File: src/rtl/psel_pkg.sv
package psel_pkg;

  typedef enum logic [2:0] {
    ST_IDLE,
    ST_FWD_A,
    ST_FWD_B,
    ST_GAP,
    ST_OTG_WAIT,
    ST_OTG_ON
  } arb_state_t;

  typedef enum logic [1:0] {
    SRC_NONE,
    SRC_A,
    SRC_B
  } src_t;

  // Reverse-path wait: longer when a channel-2 supply is present
  function automatic int unsigned otg_wait_cycles(input logic b_present,
                                                  input int unsigned w_with_b,
                                                  input int unsigned w_alone);
    return b_present ? w_with_b : w_alone;
  endfunction

  // A channel may be entered if unlocked, or if it was the last one used
  function automatic logic may_enter(input src_t last, input logic locked,
                                     input src_t cand);
    return !locked || (last == SRC_NONE) || (last == cand);
  endfunction

  function automatic int unsigned max3(input int unsigned a, input int unsigned b,
                                       input int unsigned c);
    int unsigned m;
    m = (a > b) ? a : b;
    return (m > c) ? m : c;
  endfunction

endpackage

File: src/rtl/psel_qualifier.sv
module psel_qualifier #(
  parameter int unsigned LEN       = 15,
  parameter bit          SYMMETRIC = 1'b0
) (
  input  logic clk,
  input  logic rst_n,
  input  logic in_i,
  output logic ok_o
);
  localparam int unsigned CW  = (LEN < 2) ? 1 : $clog2(LEN + 1);
  localparam logic [CW-1:0] LAST = CW'(LEN - 1);

  logic [CW-1:0] cnt;
  logic          q;

  generate
    if (SYMMETRIC) begin : g_sym
      // Output follows the input after LEN stable edges in either direction
      always_ff @(posedge clk or negedge rst_n) begin
        if (!rst_n) begin
          cnt <= '0;
          q   <= 1'b0;
        end else if (in_i == q) begin
          cnt <= '0;
        end else if (cnt == LAST) begin
          cnt <= '0;
          q   <= in_i;
        end else begin
          cnt <= cnt + 1'b1;
        end
      end
      assign ok_o = q;
    end else begin : g_rise
      // Qualify on rise only; a falling input clears at once
      always_ff @(posedge clk or negedge rst_n) begin
        if (!rst_n) begin
          cnt <= '0;
          q   <= 1'b0;
        end else if (!in_i) begin
          cnt <= '0;
          q   <= 1'b0;
        end else if (!q) begin
          if (cnt == LAST) q <= 1'b1;
          else             cnt <= cnt + 1'b1;
        end
      end
      assign ok_o = q & in_i;
    end
  endgenerate

  // the qualified level only rises on an input seen high
  assert_rise_needs_input_R2: assert property (@(posedge clk) disable iff (!rst_n)
    $rose(q) |-> $past(in_i));

endmodule

File: src/rtl/psel_sequencer.sv
module psel_sequencer
  import psel_pkg::*;
#(
  parameter int unsigned BBM_CYC     = 30,
  parameter int unsigned OTG_WAIT_B  = 15,
  parameter int unsigned OTG_WAIT_NB = 1
) (
  input  logic clk,
  input  logic rst_n,
  input  logic hold_i,
  input  logic va_i,
  input  logic vb_i,
  input  logic lock_i,
  input  logic otg_req_i,
  input  logic b_raw_i,
  output logic fwd_a_o,
  output logic fwd_b_o,
  output logic dischg_o,
  output logic otg_o
);
  localparam int unsigned MAXL = max3(BBM_CYC, OTG_WAIT_B, OTG_WAIT_NB);
  localparam int unsigned CW   = (MAXL < 2) ? 1 : $clog2(MAXL + 1);
  localparam logic [CW-1:0] GAP_LAST = CW'(BBM_CYC - 1);

  arb_state_t    st, st_n;
  src_t          last, last_n;
  logic [CW-1:0] cnt, cnt_n;
  logic [CW-1:0] wlen, wlen_n;

  // Named events for the checks below
  logic gap_done, otg_ready;
  assign gap_done  = (cnt == GAP_LAST);
  assign otg_ready = (cnt == wlen - 1'b1);

  always_comb begin
    st_n   = st;
    last_n = last;
    cnt_n  = cnt;
    wlen_n = wlen;
    unique case (st)
      ST_IDLE: begin
        cnt_n = '0;
        if (otg_req_i) begin
          st_n   = ST_OTG_WAIT;
          wlen_n = CW'(otg_wait_cycles(b_raw_i, OTG_WAIT_B, OTG_WAIT_NB));
        end else if (va_i && may_enter(last, lock_i, SRC_A)) begin
          st_n   = ST_FWD_A;
          last_n = SRC_A;
        end else if (vb_i && may_enter(last, lock_i, SRC_B)) begin
          st_n   = ST_FWD_B;
          last_n = SRC_B;
        end
      end
      ST_FWD_A: begin
        cnt_n = '0;
        if (!va_i) st_n = ST_GAP;
      end
      ST_FWD_B: begin
        cnt_n = '0;
        if (!vb_i || (va_i && !lock_i)) st_n = ST_GAP;
      end
      ST_GAP: begin
        if (gap_done) begin
          st_n  = ST_IDLE;
          cnt_n = '0;
        end else begin
          cnt_n = cnt + 1'b1;
        end
      end
      ST_OTG_WAIT: begin
        if (!otg_req_i) begin
          st_n  = ST_IDLE;
          cnt_n = '0;
        end else if (otg_ready) begin
          st_n  = ST_OTG_ON;
          cnt_n = '0;
        end else begin
          cnt_n = cnt + 1'b1;
        end
      end
      ST_OTG_ON: begin
        cnt_n = '0;
        if (!otg_req_i) st_n = ST_GAP;
      end
      default: begin
        st_n  = ST_IDLE;
        cnt_n = '0;
      end
    endcase
    if (hold_i) begin
      st_n   = ST_IDLE;
      last_n = SRC_NONE;
      cnt_n  = '0;
    end
  end

  always_ff @(posedge clk or negedge rst_n) begin
    if (!rst_n) begin
      st   <= ST_IDLE;
      last <= SRC_NONE;
      cnt  <= '0;
      wlen <= CW'(1);
    end else begin
      st   <= st_n;
      last <= last_n;
      cnt  <= cnt_n;
      wlen <= wlen_n;
    end
  end

  assign fwd_a_o  = (st == ST_FWD_A) || (st == ST_OTG_ON);
  assign fwd_b_o  = (st == ST_FWD_B);
  assign dischg_o = (st == ST_GAP);
  assign otg_o    = (st == ST_OTG_ON);

  // a dropped channel-1 supply leaves conduction at the next edge
  assert_drop_off_R4: assert property (@(posedge clk) disable iff (!rst_n)
    (st == ST_FWD_A && !va_i && !hold_i) |=> (st == ST_GAP));

  // qualified lock keeps channel 2 selected despite a valid channel 1
  assert_lock_hold_R6: assert property (@(posedge clk) disable iff (!rst_n)
    (st == ST_FWD_B && lock_i && vb_i && !hold_i) |=> (st == ST_FWD_B));

  // the gap never hands over straight to a conducting state
  assert_gap_exit_R5: assert property (@(posedge clk) disable iff (!rst_n)
    (st == ST_GAP) |=> (st == ST_GAP || st == ST_IDLE));

endmodule

File: src/rtl/psel_arbiter.sv
module psel_arbiter
  import psel_pkg::*;
#(
  parameter int unsigned DEB_CYC     = 15,
  parameter int unsigned LOCK_CYC    = 10,
  parameter int unsigned BBM_CYC     = 30,
  parameter int unsigned OTG_WAIT_B  = 15,
  parameter int unsigned OTG_WAIT_NB = 1
) (
  input  logic clk,
  input  logic rst_n,
  input  logic a_ok_i,
  input  logic b_ok_i,
  input  logic out_ok_i,
  input  logic mode_slave_i,
  input  logic lock_i,
  input  logic a_en_i,
  input  logic b_pin_i,
  input  logic over_temp_i,
  output logic gate_a_o,
  output logic gate_b_o,
  output logic dischg_o,
  output logic otg_rev_o,
  output logic b_pin_pd_o
);

  logic va, vb, lk;
  logic slave_q, ot_q, pin_q, slv_a_q, slv_b_q;
  logic seq_a, seq_b, seq_dis, seq_otg;
  logic hold, otg_req;

  psel_qualifier #(.LEN(DEB_CYC), .SYMMETRIC(1'b0)) u_qual_a (
    .clk(clk), .rst_n(rst_n), .in_i(a_ok_i), .ok_o(va));
  psel_qualifier #(.LEN(DEB_CYC), .SYMMETRIC(1'b0)) u_qual_b (
    .clk(clk), .rst_n(rst_n), .in_i(b_ok_i), .ok_o(vb));
  psel_qualifier #(.LEN(LOCK_CYC), .SYMMETRIC(1'b1)) u_qual_lock (
    .clk(clk), .rst_n(rst_n), .in_i(lock_i), .ok_o(lk));

  always_ff @(posedge clk or negedge rst_n) begin
    if (!rst_n) begin
      slave_q <= 1'b0;
      ot_q    <= 1'b0;
      pin_q   <= 1'b0;
      slv_a_q <= 1'b0;
      slv_b_q <= 1'b0;
    end else begin
      slave_q <= mode_slave_i;
      ot_q    <= over_temp_i;
      pin_q   <= b_pin_i;
      slv_a_q <= va & (a_en_i | b_pin_i);
      slv_b_q <= vb & b_pin_i;
    end
  end

  assign hold    = slave_q | ot_q;
  assign otg_req = a_en_i & out_ok_i;

  psel_sequencer #(
    .BBM_CYC(BBM_CYC), .OTG_WAIT_B(OTG_WAIT_B), .OTG_WAIT_NB(OTG_WAIT_NB)
  ) u_seq (
    .clk(clk), .rst_n(rst_n), .hold_i(hold), .va_i(va), .vb_i(vb),
    .lock_i(lk), .otg_req_i(otg_req), .b_raw_i(b_ok_i),
    .fwd_a_o(seq_a), .fwd_b_o(seq_b), .dischg_o(seq_dis), .otg_o(seq_otg));

  assign gate_a_o   = !ot_q && (slave_q ? slv_a_q : seq_a);
  assign gate_b_o   = !ot_q && (slave_q ? slv_b_q : seq_b);
  assign dischg_o   = !ot_q && !slave_q && seq_dis;
  assign otg_rev_o  = !ot_q && !slave_q && seq_otg;
  assign b_pin_pd_o = !slave_q && !gate_b_o;

  // both switches only on an explicit enable-both request
  assert_excl_R12: assert property (@(posedge clk) disable iff (!rst_n)
    (gate_a_o && gate_b_o) |-> (slave_q && pin_q));

  // over-temperature clears both gates at the next edge
  assert_ot_off_R11: assert property (@(posedge clk) disable iff (!rst_n)
    over_temp_i |=> (!gate_a_o && !gate_b_o));

endmodule

File: config.mk
export PLATFORM = sky130hd
export DESIGN_NAME = psel_arbiter
export DESIGN_NICKNAME = d
export VERILOG_FILES = /design/src/rtl/psel_pkg.sv /design/src/rtl/psel_qualifier.sv /design/src/rtl/psel_sequencer.sv /design/src/rtl/psel_arbiter.sv
export SDC_FILE = /design/constraint.sdc
export NUM_CORES = 1
export LEC_CHECK = 0
export BUFFER_PORTS_ARGS = -buffer_cell sky130_fd_sc_hd__clkbuf_2
export CAP_MARGIN = 20
export CORE_AREA = 2 2 59 61
export DETAILED_ROUTE_END_ITERATION = 16
export DIE_AREA = 0 0 61 63
export HOLD_SLACK_MARGIN = 0.06
export PLACE_DENSITY_LB_ADDON = 0.12
export SYNTH_ARGS = -nofsm -noshare
export SYNTH_HDL_FRONTEND = slang
export SYNTH_SLANG_ARGS = --single-unit
File: constraint.sdc
create_clock -name clk -period 2 [get_ports clk]
set_clock_uncertainty 0.1 [all_clocks]
set_input_delay 0.6 -clock clk [delete_from_list [all_inputs] [get_ports clk]]
set_output_delay 0.6 -clock clk [all_outputs]
set_load 0.005 [all_outputs]
==> flow_summary.yaml, run 1 <==
yosys:
  avgSynthCellArea_um2: 10.1
  synth_seq_cells: 30
  async_reset_ff_frac: 1.00
  syn_inst: 159
  synthFlopType: "dfrtp_1"
  synth_nets: 177
  synth_top_area_frac: 0.468
  yosys.area.top_type: "dfrtp_1"
  yosys-top-cells-area: "dfrtp_1 (47%), ha_1 (6.2%), nor2_1 (3.5%)"
  post_synth_num_cell_types: 43
  synth_edf_count: 0
  syn_area_um2: 1600
  yosysWarnings: 0
  seq_area_frac_synth: 0.468
clock_tree:
  clk_latency_ns: 0.32
  cts_max_path_buffers: 2
  cts_buffers: 5
  htree_levels: 2
  cts_tree: "built"
  cts-root-buf: "clkbuf_4"
  cts_hold_buf: 0
  cts.sinks: 30
  clk_pin_slew_ns: 0.10
sta:
  rsz0062_at_grt: "yes"
  setup_viol: 5
  final.min_clock_period_ns: 2.17
  worst_slew_pin_slew_ns: 0.341
  fmax_mhz: 461
  max-slew-margin-rel: 0.767
  final_hold_viol_count: 0
  setup_ws_ns: -0.169
  timing.hold.ws_ns: 0.170
  drv_slew: 0
  post-route-period-util: 1.08
die:
  die_y_um: 63
  pin_count: 15
  dieArea_um2: 3840
  initial_core_util: 0.496
  core_um2: 3230
  row_count: 21
  dieWidth_um: 61
finish:
  synthToLayoutAreaGrowth_pct: 19.9
  fill_cells: 302
  drive_above_1_share: 0.282
  num_antenna_cells: 0
  fin_area_um2: 1920
  post-route-util: 0.595
  layout_common_cells: "dfrtp_1 (30), buf_4 (16), nor2_1 (14)"
  nets: 212
  layout_commonest_cell: "dfrtp_1"
routing:
  first_iter_violations: 34
  drc: 0
  wirelength_mm: 3.01
  routed_via_density: 5.27
  ant_nets: 0
  first_pass_iters: 5
  wl_per_cell_um: 12.5
  via_count: 1269
placed_design:
  io_buffers: 14
  place_congestion: 0.798
  dpl-instance-area_um2: 1780
  pre_cts_ws_ns: 0.0672
  dpl.hpwl_mm: 2.28
setup_path:
  worstPathMaxFanout: 2
  cp.arrival_ns: 1.47
  cp-end-kind: "primary output"
  worst-setup-path-type: "flip-flop to primary output"
  crit_path_top_delay_cell: "dfrtp_1"
  cp.required_ns: 1.30
  cp_slowest_stage_delay_ns: 0.39
  start_kind: "flip-flop"
  path_cells: "nand2b_4 -> or3_4 -> a21oi_2 -> nor2_1 -> clkbuf_2"
run_status:
  outcome: "finished, violations left"
  violations: "negative setup slack"
global_route:
  antenna_found_initial: 0
  grt_pass1_wl_mm: 5.53
  grt_pass1_vias: 1279
  gr-usage-all-layers: 0.191
  grt_start_max_net_pins: 31
  grt-ovfl-total: 0
run:
  cap_violations: 0
pwr:
  p_leak_nw: 0.877
  total_power_mw: 1.24
  powerDensity_nw_per_um2: 648
  vdd_ir_drop_max_v: 0.000480
hold_path:
  hold_class: "input pin to async pin"
## repair_timing
action / 4_1_cts / 5_1_grt
endpoints found under the setup margin: 4 / 6
pin swaps: 2 / 0
setup buffers: 6 / 0
gates resized for setup: 7 / 2
## critical path, delay by kind of cell, from the launching register on
kind                   cells  cell delay (ns)
AND/OR/NAND/NOR            3             0.51
buffers and inverters      1             0.11
flip-flops                 1             0.39
AO/OA/AOI/OAI              1             0.14
## logic make-up (layout without fill, tap and decap cells)
kind of cell / after synthesis / in the layout / share of synthesized area
xor gates and xnor gates: 8 / 8 / 0.0437
adders and majority gates: 8 / 8 / 0.0625
buffers and inverters: 13 / 49 / 0.0437
and+or+nand+nor: 64 / 64 / 0.198
DFF: 30 / 30 / 0.468
AOI/OAI and AO/OA: 33 / 33 / 0.164
muxes: 3 / 3 / 0.0203
## metal layers
metal | share of wire | track usage | wire length, µm | vias up
li1 | - | - | - | 641
met1 | 0.48 | 0.261 | 1440 | 606
met2 | 0.47 | 0.290 | 1420 | 17
met3 | 0.034 | 0.0559 | 103 | 5
met4 | 0.017 | 0.0571 | 51 | 0
met5 | 0 | 0 | 0 | -
## metrics by stage
stage	std cells	setup TNS, ns
after floorplan	159	0
after global placement	227	0
after detailed placement	227	0
after CTS	241	-0.559
after global routing	241	-0.916
final	241	-0.466
## sequential cells by signal, summed over array words and instances, names as in the netlist
name	flops
ot_q	1
slave_q	1
slv_a_q	1
slv_b_q	1
u_qual_a.cnt	4
u_qual_a.q	1
u_qual_b.cnt	4
u_qual_b.q	1
u_qual_lock.cnt	4
u_qual_lock.ok_o	1
u_seq.cnt	5
u_seq.last	2
u_seq.st	3
u_seq.wlen	1
## path summary, 6_finish.rpt
kind                                      endpoint  cells past startpoint  slack, ns                from
worst max-delay path                    b_pin_pd_o                      5      -0.17         u_seq.st[2]
worst min-delay path                          ot_q                      2       0.17               rst_n
worst max register to register         u_seq.st[0]                      4       0.08        u_seq.cnt[1]
worst min register to register  u_qual_lock.cnt[0]                      1       0.40  u_qual_lock.cnt[0]
max in group asynchronous       u_qual_lock.cnt[0]                      2       1.34               rst_n
min in group clk                           slave_q                      1       0.27        mode_slave_i
## area by class of cell
type,instances,area [µm²],share of cell area
Clock inverter,1,5.00,0.00260
Multi-Input combinational cell,116,815,0.424
Inverter,10,37.5,0.0195
Clock buffer,7,55.1,0.0286
Tap cell,46,57.6,0.0299
Timing Repair Buffer,31,201,0.105
Sequential cell,30,751,0.391
## report_power, final
part | internal [mW] | switching [mW]
clock network | 0.170 | 0.194
registers | 0.651 | 0.0432
logic | 0.0939 | 0.0924
## cell usage after synthesis, types with 2 or more instances
| cell | number |
|---|---|
| nor2_1 | 15 |
| nand3_1 | 10 |
| or3_1 | 4 |
| and3_1 | 2 |
| a21oi_1 | 7 |
| o21ai_0 | 7 |
| nand2b_1 | 2 |
| ha_1 | 8 |
| o31ai_1 | 3 |
| xnor2_1 | 2 |
| nor3_1 | 8 |
| a31oi_1 | 2 |
| inv_1 | 10 |
| nand4_1 | 3 |
| mux2_2 | 2 |
| nand2_1 | 13 |
| dfrtp_1 | 30 |
| xor2_1 | 6 |
(Power assumes the default switching activity.)
==> inputs of run 2 (changes only) <==
--- a/config.mk
+++ b/config.mk
@@ -11,7 +11,7 @@
 export DETAILED_ROUTE_END_ITERATION = 16
 export DIE_AREA = 0 0 61 63
 export HOLD_SLACK_MARGIN = 0.06
-export PLACE_DENSITY_LB_ADDON = 0.12
+export PLACE_DENSITY = 0.72
 export SYNTH_ARGS = -nofsm -noshare
 export SYNTH_HDL_FRONTEND = slang
 export SYNTH_SLANG_ARGS = --single-unit
==> run 2 against run 1 <==
The run still ends with negative setup slack left. Combinational power is 2% higher. Wire length increased by 21%. First-iteration DRC count rose by 15%. Clock power grew 4%. Non-clock buffer count down 2. Global-route usage increased by 3.1 points. Final cell count shrank 0.83%. Flip-flop and latch count did not move. Power grew 1.6%. Sequential share of layout area is 0.091 points higher. Count of clock-buffer cells in the layout unchanged. Fmax fell by 1.3%. Largest cell class unchanged.
==> flow_summary.yaml, run 2 (synthesis results as in run 1) <==
clock_tree:
  cts_max_path_buffers: 2
  htree_levels: 2
  cts-root-buf: "clkbuf_4"
  clk_pin_slew_ns: 0.10
  cts_buffers: 5
  cts_tree: "built"
  clk_latency_ns: 0.34
  cts_hold_buf: 0
  cts.sinks: 30
die:
  row_count: 21
  initial_core_util: 0.496
  dieWidth_um: 61
  core_um2: 3230
  dieArea_um2: 3840
  pin_count: 15
  die_y_um: 63
finish:
  largest_reg_flops: 5
  num_antenna_cells: 0
  nets: 210
  synthToLayoutAreaGrowth_pct: 19.8
  fin_cells: 239
  post-route-util: 0.594
  layout_common_cells: "dfrtp_1 (29), nor2_1 (14), buf_4 (14)"
  layout_commonest_cell: "dfrtp_1"
  largest_register: "u_seq.cnt"
  drive_above_1_share: 0.295
  fin_area_um2: 1920
run:
  cap_violations: 0
setup_path:
  cp-end-kind: "primary output"
  worstPathMaxFanout: 2
  start_kind: "flip-flop"
  cp_slowest_stage_delay_ns: 0.39
  path_cells: "nand2b_4 -> or3_4 -> a21oi_2 -> nor2_1 -> clkbuf_2"
  r2r_start: "u_seq.cnt[1]"
  crit_path_top_delay_cell: "dfrtp_1"
  r2r_setup_slack_ns: 0.06
  reg2reg_depth: 4
  worst-setup-path-type: "flip-flop to primary output"
  reg2reg_to: "u_seq.st[0]"
  cp.arrival_ns: 1.50
  cp.required_ns: 1.30
pwr:
  power_frac_seq: 0.551
  switching_power_mw: 0.351
  vdd_ir_drop_max_v: 0.000396
  netSwitchingFraction: 0.277
  pwr-share-clk: 0.298
  p_leak_nw: 0.877
  p_comb_frac: 0.151
  cell_internal_pwr_mw: 0.914
  total_power_mw: 1.26
  powerDensity_nw_per_um2: 659
hold_path:
  hold_class: "input pin to async pin"
placed_design:
  dp.cells: 227
  dpl-instance-area_um2: 1780
  pre_cts_ws_ns: 0.0377
  io_buffers: 14
  place_congestion: 0.846
  dpl.hpwl_mm: 2.64
routing:
  ant_nets: 0
  drc: 0
  first_iter_violations: 39
  wirelength_mm: 3.65
  first_pass_iters: 4
  via_count: 1329
  wl_per_cell_um: 15.3
  routed_via_density: 5.56
sta:
  drv_slew: 0
  timing.hold.ws_ns: 0.149
  setup_ws_ns: -0.198
  rsz0062_at_grt: "yes"
  tns_ns: -0.675
  worst_slew_pin_slew_ns: 0.375
  setup_viol: 5
  final.min_clock_period_ns: 2.20
  max-slew-margin-rel: 0.750
  final_hold_viol_count: 0
  fmax_mhz: 455
  post-route-period-util: 1.10
global_route:
  grt-ovfl-total: 0
  grt_start_max_net_pins: 31
  grt_pass1_wl_mm: 6.24
  grt_pass1_vias: 1373
  gr-usage-all-layers: 0.222
  antenna_found_initial: 0
run_status:
  violations: "negative setup slack"
  outcome: "finished, violations left"
[run 2: repair_timing]
| item | 4_1_cts | 5_1_grt |
|---|---|---|
| endpoints found under the setup margin | 5 | 6 |
| pin swaps | 1 | 1 |
| setup buffers | 2 | 3 |
| gates resized for setup | 6 | 8 |
[run 2: power by group through the flow]
stage / logic [mW] / registers, mW / clock network (mW)
global placement: 0.173 / 0.702 / 0
detailed placement: 0.183 / 0.708 / 0
floorplan: 0.121 / 0.697 / 0
global route: 0.218 / 0.705 / 0.420
finish: 0.190 / 0.697 / 0.377
CTS: 0.188 / 0.696 / 0.394
[run 2: worst max-delay path by stage]
stage | start | to | slack (ns)
6_report | u_seq.st[2] | b_pin_pd_o | -0.20
5_1_grt | u_seq.st[2] | b_pin_pd_o | -0.26
4_1_cts | u_seq.st[2] | b_pin_pd_o | -0.22
3_5_place_dp | a_en_i | u_seq.cnt[4] | 0.04
3_3_place_gp | a_en_i | u_seq.cnt[4] | 0.09
2_1_floorplan | u_seq.st[0] | b_pin_pd_o | 0.09
[run 2: area by class of cell]
cell class | instances | area [µm²]
multi-input cells | 116 | 827
inverters | 10 | 37.5
repair buffers | 29 | 186
fillers | 301 | 1310
flip-flops and latches | 30 | 752
clock inverters | 1 | 5.00
clock buffers | 7 | 55.1
well taps | 46 | 57.6
[run 2: routing by layer]
metal | up-vias | part of all wire | wire (µm) | track usage
met2 | 30 | 0.52 | 1890 | 0.370
met1 | 647 | 0.42 | 1540 | 0.270
met3 | 9 | 0.041 | 148 | 0.0600
met5 | - | 0 | 0 | 0
met4 | 0 | 0.022 | 80 | 0.0788
li1 | 643 | - | - | -
[run 2: worst max-delay path: cells and delay by family, from the launching register on]
family                 cells  cell delay (ns)
flip-flops                 1             0.39
AO/OA/AOI/OAI              1             0.14
AND/OR/NAND/NOR            3             0.51
buffers and inverters      1             0.10
